$ cat src/rtl/rob_pkg.sv
`timescale 1ns/1ps
package rob_pkg;
  typedef enum logic {WALK_IDLE, WALK_BUSY} walk_st_e;
endpackage

$ cat src/rtl/rob_store.sv
`timescale 1ns/1ps
module rob_store #(
  parameter int DEPTH = 8,
  parameter int PC_W  = 32,
  parameter int SEQ_W = 16,
  localparam int IDX_W = $clog2(DEPTH)
) (
  input  logic                        clk_i,
  input  logic                        rst_ni,
  input  logic                        alloc_we_i,
  input  logic [IDX_W-1:0]            alloc_idx_i,
  input  logic [PC_W-1:0]             alloc_pc_i,
  input  logic [PC_W-1:0]             alloc_npc_i,
  input  logic [SEQ_W-1:0]            alloc_seq_i,
  input  logic                        cmpl_we_i,
  input  logic [IDX_W-1:0]            cmpl_idx_i,
  input  logic                        ret_we_i,
  input  logic [IDX_W-1:0]            ret_idx_i,
  input  logic [DEPTH-1:0]            mark_i,
  output logic [DEPTH-1:0]            valid_o,
  output logic [DEPTH-1:0]            ready_o,
  output logic [DEPTH-1:0]            squashed_o,
  output logic [DEPTH-1:0][PC_W-1:0]  pc_o,
  output logic [DEPTH-1:0][PC_W-1:0]  npc_o,
  output logic [DEPTH-1:0][SEQ_W-1:0] seq_o
);
  for (genvar i = 0; i < DEPTH; i++) begin : g_slot
    logic hit_alloc, hit_ret, hit_cmpl;
    assign hit_alloc = alloc_we_i && (alloc_idx_i == IDX_W'(i));
    assign hit_ret   = ret_we_i   && (ret_idx_i   == IDX_W'(i));
    assign hit_cmpl  = cmpl_we_i  && (cmpl_idx_i  == IDX_W'(i));

    always_ff @(posedge clk_i or negedge rst_ni) begin
      if (!rst_ni) begin
        valid_o[i]    <= 1'b0;
        ready_o[i]    <= 1'b0;
        squashed_o[i] <= 1'b0;
        pc_o[i]       <= '0;
        npc_o[i]      <= '0;
        seq_o[i]      <= '0;
      end else if (hit_alloc) begin
        valid_o[i]    <= 1'b1;
        ready_o[i]    <= 1'b0;
        squashed_o[i] <= 1'b0;
        pc_o[i]       <= alloc_pc_i;
        npc_o[i]      <= alloc_npc_i;
        seq_o[i]      <= alloc_seq_i;
      end else begin
        if (hit_ret) valid_o[i] <= 1'b0;
        if (hit_cmpl && valid_o[i]) ready_o[i] <= 1'b1;
        if (mark_i[i]) begin
          squashed_o[i] <= 1'b1;
          ready_o[i]    <= 1'b1;
        end
      end
    end


    alloc_free_chk: assert property (@(posedge clk_i) disable iff (!rst_ni)
      hit_alloc |-> !valid_o[i]);
  end
endmodule

$ cat src/rtl/rob_ptr_ctrl.sv
`timescale 1ns/1ps
module rob_ptr_ctrl #(
  parameter int DEPTH = 8,
  localparam int IDX_W = $clog2(DEPTH),
  localparam int CNT_W = $clog2(DEPTH + 1)
) (
  input  logic             clk_i,
  input  logic             rst_ni,
  input  logic             alloc_fire_i,
  input  logic             retire_fire_i,
  output logic [IDX_W-1:0] head_o,
  output logic [IDX_W-1:0] wr_o,
  output logic [IDX_W-1:0] tail_o,
  output logic [CNT_W-1:0] count_o
);
  logic [IDX_W-1:0] head_q, wr_q;
  logic [CNT_W-1:0] count_q;

  always_ff @(posedge clk_i or negedge rst_ni) begin
    if (!rst_ni) begin
      head_q  <= '0;
      wr_q    <= '0;
      count_q <= '0;
    end else begin
      if (alloc_fire_i)  wr_q   <= wr_q + 1'b1;
      if (retire_fire_i) head_q <= head_q + 1'b1;
      case ({alloc_fire_i, retire_fire_i})
        2'b10:   count_q <= count_q + 1'b1;
        2'b01:   count_q <= count_q - 1'b1;
        default: count_q <= count_q;
      endcase
    end
  end

  assign head_o  = head_q;
  assign wr_o    = wr_q;
  assign tail_o  = wr_q - 1'b1;
  assign count_o = count_q;


  count_bound_chk: assert property (@(posedge clk_i) disable iff (!rst_ni)
    count_q <= CNT_W'(DEPTH));

  retire_dec_chk: assert property (@(posedge clk_i) disable iff (!rst_ni)
    (retire_fire_i && !alloc_fire_i) |=> (count_q == $past(count_q) - 1'b1));
endmodule

$ cat src/rtl/rob_squash_walk.sv
`timescale 1ns/1ps
module rob_squash_walk
  import rob_pkg::*;
#(
  parameter int DEPTH = 8,
  parameter int SQ_W  = 2,
  parameter int SEQ_W = 16,
  localparam int IDX_W = $clog2(DEPTH)
) (
  input  logic                        clk_i,
  input  logic                        rst_ni,
  input  logic                        start_i,
  input  logic [SEQ_W-1:0]            tgt_i,
  input  logic [IDX_W-1:0]            tail_i,
  input  logic [IDX_W-1:0]            head_i,
  input  logic [DEPTH-1:0]            valid_i,
  input  logic [DEPTH-1:0][SEQ_W-1:0] seq_i,
  output logic [DEPTH-1:0]            mark_o,
  output logic                        done_o
);
  walk_st_e         st_q;
  logic [IDX_W-1:0] ptr_q, ptr_nxt;
  logic [SEQ_W-1:0] tgt_q;
  logic             fin;

  // Unrolled walk: stop on target, on a retired slot, or after flagging head
  always_comb begin
    ptr_nxt = ptr_q;
    fin     = 1'b0;
    mark_o  = '0;
    if (st_q == WALK_BUSY) begin
      for (int k = 0; k < SQ_W; k++) begin
        if (!fin) begin
          if (!valid_i[ptr_nxt] || seq_i[ptr_nxt] == tgt_q) begin
            fin = 1'b1;
          end else begin
            mark_o[ptr_nxt] = 1'b1;
            if (ptr_nxt == head_i) fin = 1'b1;
            else ptr_nxt = ptr_nxt - 1'b1;
          end
        end
      end
      if (!fin && (!valid_i[ptr_nxt] || seq_i[ptr_nxt] == tgt_q)) fin = 1'b1;
    end
  end

  always_ff @(posedge clk_i or negedge rst_ni) begin
    if (!rst_ni) begin
      st_q  <= WALK_IDLE;
      ptr_q <= '0;
      tgt_q <= '0;
    end else if (start_i) begin
      st_q  <= WALK_BUSY;
      ptr_q <= tail_i;
      tgt_q <= tgt_i;
    end else if (st_q == WALK_BUSY) begin
      ptr_q <= ptr_nxt;
      if (fin) st_q <= WALK_IDLE;
    end
  end

  assign done_o = (st_q == WALK_IDLE);


  walk_start_chk: assert property (@(posedge clk_i) disable iff (!rst_ni)
    start_i |=> !done_o);

  mark_count_chk: assert property (@(posedge clk_i) disable iff (!rst_ni)
    $countones(mark_o) <= SQ_W);

  for (genvar i = 0; i < DEPTH; i++) begin : g_chk

    mark_younger_chk: assert property (@(posedge clk_i) disable iff (!rst_ni)
      mark_o[i] |-> (valid_i[i] && seq_i[i] > tgt_q));
  end
endmodule

$ cat src/rtl/rob_core.sv
`timescale 1ns/1ps
module rob_core #(
  parameter int DEPTH = 8,
  parameter int SQ_W  = 2,
  parameter int PC_W  = 32,
  parameter int SEQ_W = 16,
  localparam int IDX_W = $clog2(DEPTH),
  localparam int CNT_W = $clog2(DEPTH + 1)
) (
  input  logic             clk_i,
  input  logic             rst_ni,
  input  logic             alloc_i,
  input  logic [PC_W-1:0]  alloc_pc_i,
  input  logic [PC_W-1:0]  alloc_npc_i,
  input  logic [SEQ_W-1:0] alloc_seq_i,
  output logic [IDX_W-1:0] alloc_idx_o,
  output logic             full_o,
  input  logic             cmpl_i,
  input  logic [IDX_W-1:0] cmpl_idx_i,
  input  logic             retire_i,
  input  logic             squash_i,
  input  logic [SEQ_W-1:0] squash_seq_i,
  output logic             squash_done_o,
  output logic [CNT_W-1:0] free_cnt_o,
  output logic             head_ready_o,
  output logic             head_squashed_o,
  output logic [PC_W-1:0]  head_pc_o,
  output logic [PC_W-1:0]  head_npc_o,
  output logic [SEQ_W-1:0] head_seq_o,
  output logic [PC_W-1:0]  tail_pc_o,
  output logic [SEQ_W-1:0] tail_seq_o
);
  if ((1 << IDX_W) != DEPTH || DEPTH < 2) begin : g_bad_depth
    $error("rob_core: DEPTH must be a power of two, at least 2");
  end
  if (SQ_W < 1) begin : g_bad_width
    $error("rob_core: SQ_W must be at least 1");
  end

  logic [IDX_W-1:0]            head, wr, tail;
  logic [CNT_W-1:0]            count;
  logic                        alloc_fire, retire_fire, sq_start, empty;
  logic [DEPTH-1:0]            valid, ready, squashed, mark;
  logic [DEPTH-1:0][PC_W-1:0]  pc, npc;
  logic [DEPTH-1:0][SEQ_W-1:0] seq;

  assign empty       = (count == '0);
  assign full_o      = (count == CNT_W'(DEPTH));
  assign alloc_fire  = alloc_i && !full_o && squash_done_o && !squash_i;
  assign head_ready_o = !empty && ready[head];
  assign retire_fire = retire_i && head_ready_o;
  assign sq_start    = squash_i && squash_done_o && !empty;

  rob_ptr_ctrl #(.DEPTH(DEPTH)) i_ptr (
    .clk_i         (clk_i),
    .rst_ni        (rst_ni),
    .alloc_fire_i  (alloc_fire),
    .retire_fire_i (retire_fire),
    .head_o        (head),
    .wr_o          (wr),
    .tail_o        (tail),
    .count_o       (count)
  );

  rob_store #(.DEPTH(DEPTH), .PC_W(PC_W), .SEQ_W(SEQ_W)) i_store (
    .clk_i       (clk_i),
    .rst_ni      (rst_ni),
    .alloc_we_i  (alloc_fire),
    .alloc_idx_i (wr),
    .alloc_pc_i  (alloc_pc_i),
    .alloc_npc_i (alloc_npc_i),
    .alloc_seq_i (alloc_seq_i),
    .cmpl_we_i   (cmpl_i),
    .cmpl_idx_i  (cmpl_idx_i),
    .ret_we_i    (retire_fire),
    .ret_idx_i   (head),
    .mark_i      (mark),
    .valid_o     (valid),
    .ready_o     (ready),
    .squashed_o  (squashed),
    .pc_o        (pc),
    .npc_o       (npc),
    .seq_o       (seq)
  );

  rob_squash_walk #(.DEPTH(DEPTH), .SQ_W(SQ_W), .SEQ_W(SEQ_W)) i_walk (
    .clk_i   (clk_i),
    .rst_ni  (rst_ni),
    .start_i (sq_start),
    .tgt_i   (squash_seq_i),
    .tail_i  (tail),
    .head_i  (head),
    .valid_i (valid),
    .seq_i   (seq),
    .mark_o  (mark),
    .done_o  (squash_done_o)
  );

  assign alloc_idx_o     = wr;
  assign free_cnt_o      = CNT_W'(DEPTH) - count;
  assign head_squashed_o = !empty && squashed[head];
  assign head_pc_o       = pc[head];
  assign head_npc_o      = npc[head];
  assign head_seq_o      = seq[head];
  assign tail_pc_o       = pc[tail];
  assign tail_seq_o      = seq[tail];


  empty_not_ready_chk: assert property (@(posedge clk_i) disable iff (!rst_ni)
    (free_cnt_o == CNT_W'(DEPTH)) |-> !head_ready_o);

  no_alloc_walk_chk: assert property (@(posedge clk_i) disable iff (!rst_ni)
    !squash_done_o |=> (alloc_idx_o == $past(alloc_idx_o)));

  retire_head_chk: assert property (@(posedge clk_i) disable iff (!rst_ni)
    (retire_i && !ready[head]) |=> (free_cnt_o <= $past(free_cnt_o)));
endmodule

$ cat config.mk
export PLATFORM = sky130hd
export DESIGN_NAME = rob_core
export DESIGN_NICKNAME = d
export VERILOG_FILES = /design/src/rtl/rob_pkg.sv /design/src/rtl/rob_store.sv /design/src/rtl/rob_ptr_ctrl.sv /design/src/rtl/rob_squash_walk.sv /design/src/rtl/rob_core.sv
export SDC_FILE = /design/constraint.sdc
export NUM_CORES = 1
export LEC_CHECK = 0
export ABC_AREA = 1
export BUFFER_PORTS_ARGS = -buffer_cell sky130_fd_sc_hd__buf_2
export CORE_UTILIZATION = 50
export DETAILED_ROUTE_END_ITERATION = 6
export MAX_ROUTING_LAYER = met4
export PLACE_DENSITY = 0.75
export REMOVE_ABC_BUFFERS = 1
export SYNTH_ARGS = -nofsm -noshare
export SYNTH_HDL_FRONTEND = slang
export SYNTH_SLANG_ARGS = --single-unit
export TNS_END_PERCENT = 20
$ cat constraint.sdc
create_clock -name clk_i -period 10.3 [get_ports clk_i]
set_input_delay 0.515 -clock clk_i [delete_from_list [all_inputs] [get_ports clk_i]]
set_output_delay 0.515 -clock clk_i [all_outputs]
set_load 0.01 [all_outputs]
==> results.md <==
* Worst-path clk slew at 60 ps
* Filler instances at 7443
* Clock tree sinks at 694
* Seq cells post-synth at 694
* Worst R2R Start: i_walk.ptr_q[1]
* I/O pin count at 244
* Worst Hold Class: in -> reg
* Final hold vios at 0
* Fin area at 43200 um2
* CP bufs+invs at 4
* DRT Pass-1 Iters at 7
* Synth area leaders: dfrtp_1 44%, o21ai_0 16%, nand2_1 14%, a21oi_1 4.3%, inv_1 4.0%
* Die W at 281 um
* Rel. slew slack at 0.181
* Drt first-iter violations at 4510
* Failing checks: DRC
* Top cell type's share of synthesized area at 0.445
* Measured slew at the worst slew-check pin at 1230 ps
* Critical Path Sink: i_walk.st_q
* Area after DPL at 40400 um2
* Yosys top cell by area: dfrtp_1
* Die Y-Extent at 281 um
* Initial antenna violation count at 13
* Reg2reg setup slack at 1860 ps
* Post-Synth XOR/XNOR Area at 0.00381
* Row count at 102
* CTS Buf Count at 80
* Max incr delay on CP at 930 ps
* Initial Util at 0.505
* Max-cap violations at 0
* Critical path class: reg -> reg
* Post-Synth Adder-Cell Area at 0.00660
* Combinational family with the most area after synthesis: compound AO/OA/AOI/OAI gates
* Mux contribution to synthesized area at 0.000288
* CP dominant cell by count: nand2_1
* Reg2reg end: i_walk.st_q
* RSZ-0062 raised after global routing: no
* CP Max Fanout at 74
* Global-route wire length before repair at 200 mm
* Clock Skew at 33.0 ps
* Cell area after synthesis at 39100 um2
* Synth Area in Compound Gates at 0.245
* Vias per cell at 5.86
* Slowest CP cell: dfrtp_1
* Nets at 5602
* Final worst path period share at 0.819
* CTS tree: built
* Mean Syn Cell Area at 7.07 um2
* Post-CTS Setup Repair Bufs at 0
* Clock Tree Buf Depth at 3
* CP Launch Type: flop
* WP depth at 40
* Fin cells at 6588
* Residual DRC at 4
* Detailed Route WL at 127 mm
* Synth Area in Simple Gates at 0.215
* Antenna Violating Nets Remaining at 0
* Worst Setup End Kind: flop
* Ratio of cells with drive above 1 in the final layout at 0.0843
* CP startpoint: i_walk.ptr_q[1]
* Synth cell types at 38
* Warnings, synthesis at 0
* Synthesis-to-finish area growth at 10.6%
* Worst path required time at 10810 ps
* Detailed Place HPWL at 73.5 mm
* Clk_lat worst skew at 670 ps
* Port Buffers at 243
* Fin crit period at 8440 ps
* Routed length per instance at 19.3 um
* Critical Path AT at 8950 ps
* Gate Count Post-Synth at 5522
* Final core occ at 0.559
* Largest net degree at the start of global routing at 216
* Seq/Total Area, Yosys at 0.445
* Final Wtd Congestion at 0.981
* R2r worst-path depth at 40
* Vias post-DR at 38600
* Critical path's top delay family: simple AND/OR/NAND/NOR gates
* Inst Count DP at 6434
* Total track usage at 0.328
* Max Transition Viols Final at 0
* Vias in the first global route at 35700
* Clock H-tree levels at 3
* Post-cts resize count at 0
* Final setup viols at 0
* Remaining global-route overflow at 0
* Max frequency at 119 MHz
* Core area at 77300 um2
* Outcome: complete, but fails checks
* Die area at 79200 um2
* CTS root buf: clkbuf_16
==> worst min-delay path, delay by kind of cell <==
kind / cells / cell delay, ps
AO/OA/AOI/OAI: 1 / 50
AND/OR/NAND/NOR: 1 / 40
buffers and inverters: 1 / 80
==> metrics by stage <==
stage | worst slack, ps | hold slack, ps | setup TNS [ps]
finish | 1860 | 64.5 | 0
global route | 1360 | 64.3 | 0
CTS | 2260 | 42.3 | 0
detailed placement | 2350 | 467 | 0
global placement | 2600 | 461 | 0
floorplan | -4520 | 219 | -422480
==> cell usage in the layout (no fill, tap or decap), types with 4 or more instances in the layout <==
cell type	Yosys	routed
nor3_1	20	16
xor2_1	13	13
nor3_2	0	4
a21oi_1	338	338
ha_1	19	18
nand3_1	261	258
clkinv_2	0	11
inv_1	412	407
clkinv_16	0	5
nand4_1	9	9
o21ai_0	1253	1253
clkbuf_1	325	17
nand2_4	2	4
bufinv_16	0	6
buf_2	44	242
a221oi_1	32	32
inv_2	8	9
nand2_1	1449	1445
dfrtp_1	694	689
o22ai_1	37	37
nand2_2	4	6
nor2_1	361	361
clkbuf_8	0	18
a31oi_1	140	140
o21ai_1	13	13
diode_2	0	11
dfrtp_4	0	4
buf_4	20	48
o211ai_1	9	9
clkbuf_16	0	80
buf_12	0	4
==> logic make-up (layout without fill, tap and decap cells) <==
group,after synthesis,after routing
buffers and inverters,845,860
muxes,1,1
and+or+nand+nor,2114,2114
AOI/OAI and AO/OA,1831,1831
adders and majority gates,20,20
other,0,11
DFF,694,694
xor gates and xnor gates,17,17
==> final cells by class <==
type,count,area (um2),area share
well taps,1040,1300,0.0301
multi-input cells,3983,18400,0.427
flip-flops and latches,694,17400,0.402
clock buffers,115,2310,0.0536
repair buffers,296,1680,0.0388
diodes,11,27.5,0.000637
clock inverters,27,439,0.0102
inverters,422,1610,0.0372
==> registers in the layout, indices dropped and copies added, names as in the netlist, 4 cells and up <==
signal / cells
i_store.ready_o: 8
i_store.squashed_o: 8
i_ptr.count_o: 4
i_store.valid_o: 8
i_store.pc_o: 256
i_store.npc_o: 256
i_store.seq_o: 128
i_walk.tgt_q: 16
==> worst min-delay path by stage <==
stage | cells after the start | endpoint | slack (ps) | from
after floorplan | 0 | i_ptr.count_o[0] | 220 | rst_ni
after global placement | 2 | i_store.npc_o[237] | 460 | i_store.npc_o[237]
after detailed placement | 2 | i_store.npc_o[254] | 470 | i_store.npc_o[254]
after CTS | 3 | i_store.npc_o[188] | 40 | alloc_npc_i[28]
after global routing | 3 | i_walk.tgt_q[15] | 60 | squash_seq_i[15]
final | 3 | i_store.npc_o[187] | 60 | alloc_npc_i[27]
==> cell usage after synthesis, drive strengths merged <==
cell / count
nand2: 1455
o21ai: 1266
dfrtp: 694
inv: 420
nor2: 368
a21oi: 338
clkbuf: 325
nand3: 261
a31oi: 140
buf: 98
o22ai: 37
a221oi: 32
nor3: 20
ha: 19
xor2: 13
nand4: 9
o211ai: 9
xnor2: 4
o221ai: 3
clkinv: 2
o2111ai: 2
a211oi: 1
fa: 1
mux2: 1
nor4: 1
o21a: 1
o21bai: 1
o31ai: 1
==> routing by layer <==
layer,global-route usage,part of all wire,up-vias,wire length [um]
met4,0.138,0.040,0,5140
li1,-,-,18200,-
met2,0.510,0.46,1962,58100
met5,-,0,-,0
met3,0.0597,0.098,366,12400
met1,0.421,0.40,18000,51400
==> timing repair <==
action | 4_1_cts | 5_1_grt
setup endpoints to repair | 0 | 0
hold buffers | 1 | 0
hold endpoints to repair | 84 | 0
Power is not shown: default switching activity piles up to over one toggle a cycle in this logic, so the estimate is an artifact.
